==> src/rtl/tdc_cal_seq.sv <==
module tdc_cal_seq #(
  parameter int CW      = 16,
  parameter int SYS_MHZ = 160
) (
  input  logic          clk,
  input  logic          rst_n,
  input  logic          cfg_we,
  input  logic [1:0]    cfg_addr,
  input  logic [CW-1:0] cfg_wdata,
  input  logic          go,
  output logic          start_pulse,
  output logic          stop_pulse,
  output logic          busy,
  output logic          done
);
  localparam int AW = $clog2(2 * SYS_MHZ);
  localparam logic [AW-1:0] SYS = AW'(SYS_MHZ);

  typedef enum logic [1:0] {IDLE, WAIT, GAP, FIN} st_t;
  st_t st;

  logic [2:0]    r_sel;
  logic [CW-1:0] r_cnt, r_gap, r_max;
  logic [AW-1:0] rate_l, acc;
  logic [CW-1:0] gap_l, max_l, left, ticks, k, gcnt;
  logic [AW-1:0] rate_sel;
  logic [AW-1:0] acc_sum;

  always_comb begin
    case (r_sel)
      3'd1:    rate_sel = AW'(32);
      3'd2:    rate_sel = AW'(25);
      3'd3:    rate_sel = AW'(20);
      3'd4:    rate_sel = AW'(16);
      3'd5:    rate_sel = AW'(10);
      default: rate_sel = AW'(40);
    endcase
  end

  assign acc_sum = acc + rate_l;

  always_ff @(posedge clk or negedge rst_n) begin
    if (!rst_n) begin
      r_sel <= '0; r_cnt <= '0; r_gap <= '0; r_max <= '0;
      rate_l <= '0; acc <= '0; gap_l <= '0; max_l <= CW'(1);
      left <= '0; ticks <= '0; k <= CW'(1); gcnt <= '0;
      st <= IDLE;
      start_pulse <= 1'b0; stop_pulse <= 1'b0; busy <= 1'b0; done <= 1'b0;
    end else begin
      start_pulse <= 1'b0;
      stop_pulse  <= 1'b0;
      done        <= 1'b0;
      if (cfg_we) begin
        case (cfg_addr)
          2'd0: r_sel <= cfg_wdata[2:0];
          2'd1: r_cnt <= cfg_wdata;
          2'd2: r_gap <= cfg_wdata;
          default: r_max <= cfg_wdata;
        endcase
      end
      case (st)
        IDLE: if (go) begin
          rate_l <= rate_sel;
          gap_l  <= r_gap;
          max_l  <= (r_max == '0) ? CW'(1) : r_max;
          if (r_cnt == '0) begin
            done <= 1'b1;
          end else begin
            left        <= r_cnt;
            k           <= CW'(1);
            ticks       <= '0;
            acc         <= '0;
            start_pulse <= 1'b1;
            busy        <= 1'b1;
            st          <= WAIT;
          end
        end
        WAIT: begin
          if (acc_sum >= SYS) begin
            acc <= acc_sum - SYS;
            if (ticks + CW'(1) == k) begin
              stop_pulse <= 1'b1;
              ticks      <= '0;
              k          <= (k >= max_l) ? CW'(1) : k + CW'(1);
              left       <= left - CW'(1);
              if (left == CW'(1)) st <= FIN;
              else begin
                gcnt <= gap_l;
                st   <= GAP;
              end
            end else begin
              ticks <= ticks + CW'(1);
            end
          end else begin
            acc <= acc_sum;
          end
        end
        GAP: begin
          if (gcnt == '0) begin
            start_pulse <= 1'b1;
            acc         <= '0;
            st          <= WAIT;
          end else begin
            gcnt <= gcnt - CW'(1);
          end
        end
        default: begin
          busy <= 1'b0;
          done <= 1'b1;
          st   <= IDLE;
        end
      endcase
    end
  end

  assert_start_in_run_R2: assert property (@(posedge clk) disable iff (!rst_n)
    start_pulse |-> busy);
  assert_rise_with_start_R2: assert property (@(posedge clk) disable iff (!rst_n)
    $rose(busy) |-> start_pulse);
  assert_stop_in_run_R7: assert property (@(posedge clk) disable iff (!rst_n)
    stop_pulse |-> busy);
  assert_done_when_idle_R7: assert property (@(posedge clk) disable iff (!rst_n)
    done |-> !busy);
  assert_fall_gives_done_R7: assert property (@(posedge clk) disable iff (!rst_n)
    $fell(busy) |-> done);
  assert_stop_one_wide_R6: assert property (@(posedge clk) disable iff (!rst_n)
    stop_pulse |=> !stop_pulse);
  assert_start_one_wide_R6: assert property (@(posedge clk) disable iff (!rst_n)
    start_pulse |=> !start_pulse);
  assert_no_overlap_R12: assert property (@(posedge clk) disable iff (!rst_n)
    !(start_pulse && stop_pulse));
  assert_delay_cap_R4: assert property (@(posedge clk) disable iff (!rst_n)
    busy |-> (k >= CW'(1) && k <= max_l));
  assert_go_ignored_R9: assert property (@(posedge clk) disable iff (!rst_n)
    (busy && go) |=> (busy || done));
endmodule

==> config.mk <==
export PLATFORM = sky130hd
export DESIGN_NAME = tdc_cal_seq
export DESIGN_NICKNAME = d
export VERILOG_FILES = /design/src/rtl/tdc_cal_seq.sv
export SDC_FILE = /design/constraint.sdc
export NUM_CORES = 1
export LEC_CHECK = 0
export BUFFER_PORTS_ARGS = -buffer_cell sky130_fd_sc_hd__buf_2
export CORE_MARGIN = 2
export CORE_UTILIZATION = 50
export DETAILED_ROUTE_END_ITERATION = 10
export PLACE_DENSITY = 0.66
export SLEW_MARGIN = 20
export SYNTH_ARGS = -nofsm -noshare
export SYNTH_HDL_FRONTEND = slang
export SYNTH_SLANG_ARGS = --single-unit
==> constraint.sdc <==
create_clock -name clk -period 5 [get_ports clk]
set_input_delay 0.25 -clock clk [delete_from_list [all_inputs] [get_ports clk]]
set_output_delay 0.25 -clock clk [all_outputs]
set_load 0.02 [all_outputs]
* Yosys cells after proc, flatten, opt, wreduce, memory -nomap -nowiden *
Index checks and enable logic that the tools add are counted.

word-level totals
  register bits after elaboration = 171
  output and inout port bits = 4
  logic and storage cells = 114
  input bits = 22

operators by class
  bitwise gates (word level) = 2
  $add $sub $neg = 6
  equality and inequality tests = 18
  magnitude comparators = 2
  reduce and logical (&&, ||, !) cells = 21
  mux-type cells = 48

operators by type and width
  cell                   number
  $mux 16                18
  $pmux 16 s2            4
  $logic_not 16->1       3
  $mux 9                 4
  $add 16x1->16 const B  2
  $sub 16x1->16 const B  2
  $pmux 6 s5             1
  $pmux 9 s3             1
  $eq 16x1->1 const B    1
  $eq 16x16->1           1
  $ge 16x16->1           1
  $reduce_and 5->1       3
  $ne 2x2->1 const B     7
  $mux 1                 11
  $mux 2                 5
  $reduce_and 2->1       5
  $add 9x9->9            1
  $ge 9x8->1 const B     1
  $sub 9x8->9 const B    1
  $reduce_and 4->1       2
  $eq 3x2->1 const B     2
  $eq 3x3->1 const B     2
  $pmux 1 s2             3
  $pmux 2 s3             1
  10 further kinds       15

* Logic depth before layout (Yosys ltp) *
  depth after elaboration = 5
  gate-level depth with buffers = 14
  depth with buffers taken out = 12

* Worst setup path before layout *
No wires, ideal clock.

  path kind = register to register
  from = register rate_l[0]
  to = register ticks[14]
  clock period less this slack = 3.513 ns
  path slack = 1.487 ns
  data arrival time = 3.395 ns
  path buffers = 1
  cell stages (with the launch flop) = 14
  library setup time = 0.118 ns
  data required time = 4.882 ns
  path through = dfrtp_1 > ha_1 > fa_1 > a21o_1 > a221oi_1 > xnor2_1 > inv_1 > ha_1 > o211ai_1 > a31oi_1 > a21oi_1 > clkbuf_1 > o21ai_0 > a21o_1

on the way
  longest elaborated chain between the ends = 4

RTL lines
  item                               line  text
  from (decl)                        24    logic [AW-1:0] rate_l, acc;
  from (signal assigned)             63    rate_l <= rate_sel;
  $add 9x9->9                        40    assign acc_sum = acc + rate_l;
  $ge 9x8->1                         79    if (acc_sum >= SYS) begin
  $ne 2x2->1 (no source line)        --
  $reduce_and 4->1 (no source line)  --
  to (signal assigned)               92    ticks <= ticks + CW'(1);
  to (decl)                          25    logic [CW-1:0] gap_l, max_l, left, ticks, k, gcnt;

No other way between the ends.
A chain may end at the register's enable or synchronous reset.

* Final worst setup path *
  from = register rate_l[0]
  to = register k[14]

on the way
  longest elaborated chain between the ends = 4

RTL lines
  item                               line  text
  $add 9x9->9                        40
  $ge 9x8->1                         79
  $ne 2x2->1 (no source line)        --
  $reduce_and 5->1 (no source line)  --
  to (signal assigned)               84    k <= (k >= max_l) ? CW'(1) : k + CW'(1);
  to (decl)                          25

No other way between the ends.

==> results.toml <==
[worst_setup_path]
critPathLaunchType = "register"
critical_path_class = "reg -> reg"
rr_worst_depth = 13
crit_path_max_fanout = 17
startpoint = "rate_l[0]"
reg2reg_from = "rate_l[0]"
r2r_slack_ps = 1170
cp-end-kind = "register"
cp_data_required_time_ps = 5330
cp.arrival_ps = 4160

[global_routing]
use_met2_pct = 33.7
grt_max_degree = 61
grtUsageTotal_pct = 22.9
use_met3_pct = 3.59
top_usage_layer = "met1"
met1_usage_pct = 35.4
grt_overflow_total = 0
first_global_vias = 6640
grt_pass1_wl_um = 35700
antenna_found_initial = 0

[clock_tree]
path_clk_slew_ps = 70
post-cts-setup-buffers = 0
cts_sinks = 168
cts_buffers = 17
clockRootBuffer = "clkbuf_16"
clk_latency_ps = 430
cts_tree = "built"
cts_resized = 0
htreeDepth = 4
cts_buffer_depth = 2

[floorplan]
start_util_pct = 51.4
num_rows = 49
die_area_um2 = 19700
core-area_um2 = 18100
fp.dieW_um = 140
fp.dieH_um = 140
num_io_pins = 26

[hold_path]
hold_path_class = "in -> reg"
hold_path_startpoint = "cfg_wdata[15]"
hold_depth = 2

[yosys]
syn_area_um2 = 9290
ys_async_sr_fraction_pct = 100
syn-instance-count = 945
synth_area_per_cell_um2 = 9.83
synthTopCellsByCount = "dfrtp_1 (166), mux2_2 (82), nand2_1 (79)"
yosysSeqAreaShare_pct = 45.3
ys_warn_count = 0
yosysTopAreaCell = "dfrtp_1"
synth_most_common_cell = "dfrtp_1"
yosys-top-cells-area = "dfrtp_1 (45%), mux2_2 (9.9%), ha_1 (4.6%)"
ys_ff_latch = 168
mappedNetlistNets = 1002
ys_dominant_reg_cell = "dfrtp_1"
synth_cell_types = 71
synth-edff-count = 0
synth_top_area_share_pct = 44.7

[outcome]
run_status = "complete, no violations"

[sta]
period_needed_ps = 3830
setup_viol = 0
worst_slew_pin_slew_ps = 1050
fin_worst_skew_ps = 13.6
slew_violations = 0
setup_tns_ps = 0
fin_crit_sh_pct = 76.6
fmax_ghz = 0.261
rsz0062_at_grt = "false"
max_slew_margin_pct = 30.0
hold_violations = 0

[power]
ir_worst_vdd_uv = 300
leakage_nw = 4.52
power_density_nw_per_um2 = 529

[layout]
antenna_cells = 0
final_layout_size_suffix_gt1_share_pct = 16.9
nFillCells = 1567
instances_no_fill = 1200
nNetsFinal = 1015
area_delta_synth_final_pct = 9.94

[route]
vias_per_cell = 6.07
firstDrtPassIters = 5
drc = 0
post_drt_wl_per_cell_um = 18.0
wl_um = 21600
drt_iter0_markers = 437
vias = 7284
ant_nets = 0

[placement]
port_buffers = 25
finalWeightedCongestion = 0.891
dp_hpwl_um = 15100
dp.cells = 1167

[job]
max-cap-violations = 0
[stage by stage]
step           total power [mW]  hold WS [ps]  instance area, um^2  utilization, %  worst slack, ps
6_report                   5.40           102                10200            56.5             1170
5_1_grt                    5.79          93.4                10200            56.5              849
4_1_cts                    5.42          94.5                10200            56.5             1180
3_5_place_dp               4.08           251                 9610            53.2             1180
3_3_place_gp               4.04           251                 9610            53.2             1270
2_1_floorplan              3.52         -45.6                 9290               -             1490
[report_power, final]
group	leakage (nW)	total, mW	switching, mW	internal, mW
Sequential	2.11	2.03	0.303	1.73
Clock	0.280	1.32	0.609	0.709
Combinational	2.12	2.06	1.23	0.829
Total	4.52	5.40	2.14	3.26
[repair_timing]
action	CTS	global route
endpoints found under the setup margin	0	0
endpoints found under the hold margin	58	0
hold buffers	1	0
[kinds of logic after synthesis]
group                    Yosys count  synth area share [%]
AO/OA/AOI/OAI                    222                  15.8
XOR/XNOR                          26                  2.45
adder cells (fa/ha/maj)           35                  4.80
buffers and inverters             88                  3.77
flip-flops                       168                  45.3
multiplexers                      86                  10.4
AND/OR/NAND/NOR                  320                  17.5
[metal layers]
metal	share of wire, %	routed length [um]
met1	49	10600
met2	45	9620
met3	5.2	1120
met4	1.1	232
met5	0	0
[cell type report]
type                       instances  area, um^2  share of cell area (%)
tap                              229         287                    2.81
multi-input combinational        689        4730                    46.4
inverter                          44         165                    1.62
timing repair buffer              38         231                    2.27
clock buffer                      18         429                    4.20
clock inverter                    14         159                    1.56
sequential                       168        4210                    41.2
[final timing paths]
| check | end |
|---|---|
| max | k[14] |
| min | r_max[15] |
| max reg2reg | k[14] |
| min reg2reg | max_l[0] |
| max in group asynchronous | max_l[9] |
| min in group asynchronous | rate_l[3] |
[critical path, cell delays in order, from the launching register on]
cell,delay [ps]
dfrtp_1,380
ha_1,230
fa_1,400
a21o_1,200
a221oi_1,400
xnor2_1,220
inv_1,90
ha_1,230
o211ai_1,240
a31oi_1,70
buf_4,210
o31a_1,310
or2_1,450
o31ai_1,300
[flip-flops by register name (all words and copies together), names as in the netlist, 2 cells and up]
| signal | cells |
|---|---|
| acc | 9 |
| gap_l | 16 |
| gcnt | 16 |
| k | 16 |
| left | 16 |
| max_l | 16 |
| r_cnt | 16 |
| r_gap | 16 |
| r_max | 16 |
| r_sel | 3 |
| rate_l | 6 |
| st | 2 |
| ticks | 16 |
[layout by cell type (no fill, tap or decap), types with 5 or more instances in the layout]
cell type,count
nor4_1,13
and2_1,5
buf_4,12
nor2_1,59
ha_1,34
xor2_1,7
or3_1,12
a22o_1,9
nand4_1,19
o31ai_1,11
xnor2_1,19
a21o_1,12
o22ai_1,5
a21oi_1,37
clkbuf_16,17
nand2_1,78
o21ai_0,37
a31oi_1,7
o211ai_1,8
nand2b_1,12
nor2b_1,10
mux2_2,82
nor3_1,28
dfrtp_1,166
inv_1,42
a22oi_1,10
and3_1,17
nand3_1,39
buf_2,24
inv_6,6
o21ai_1,37
Note: power is estimated with default switching activity, not from simulation.
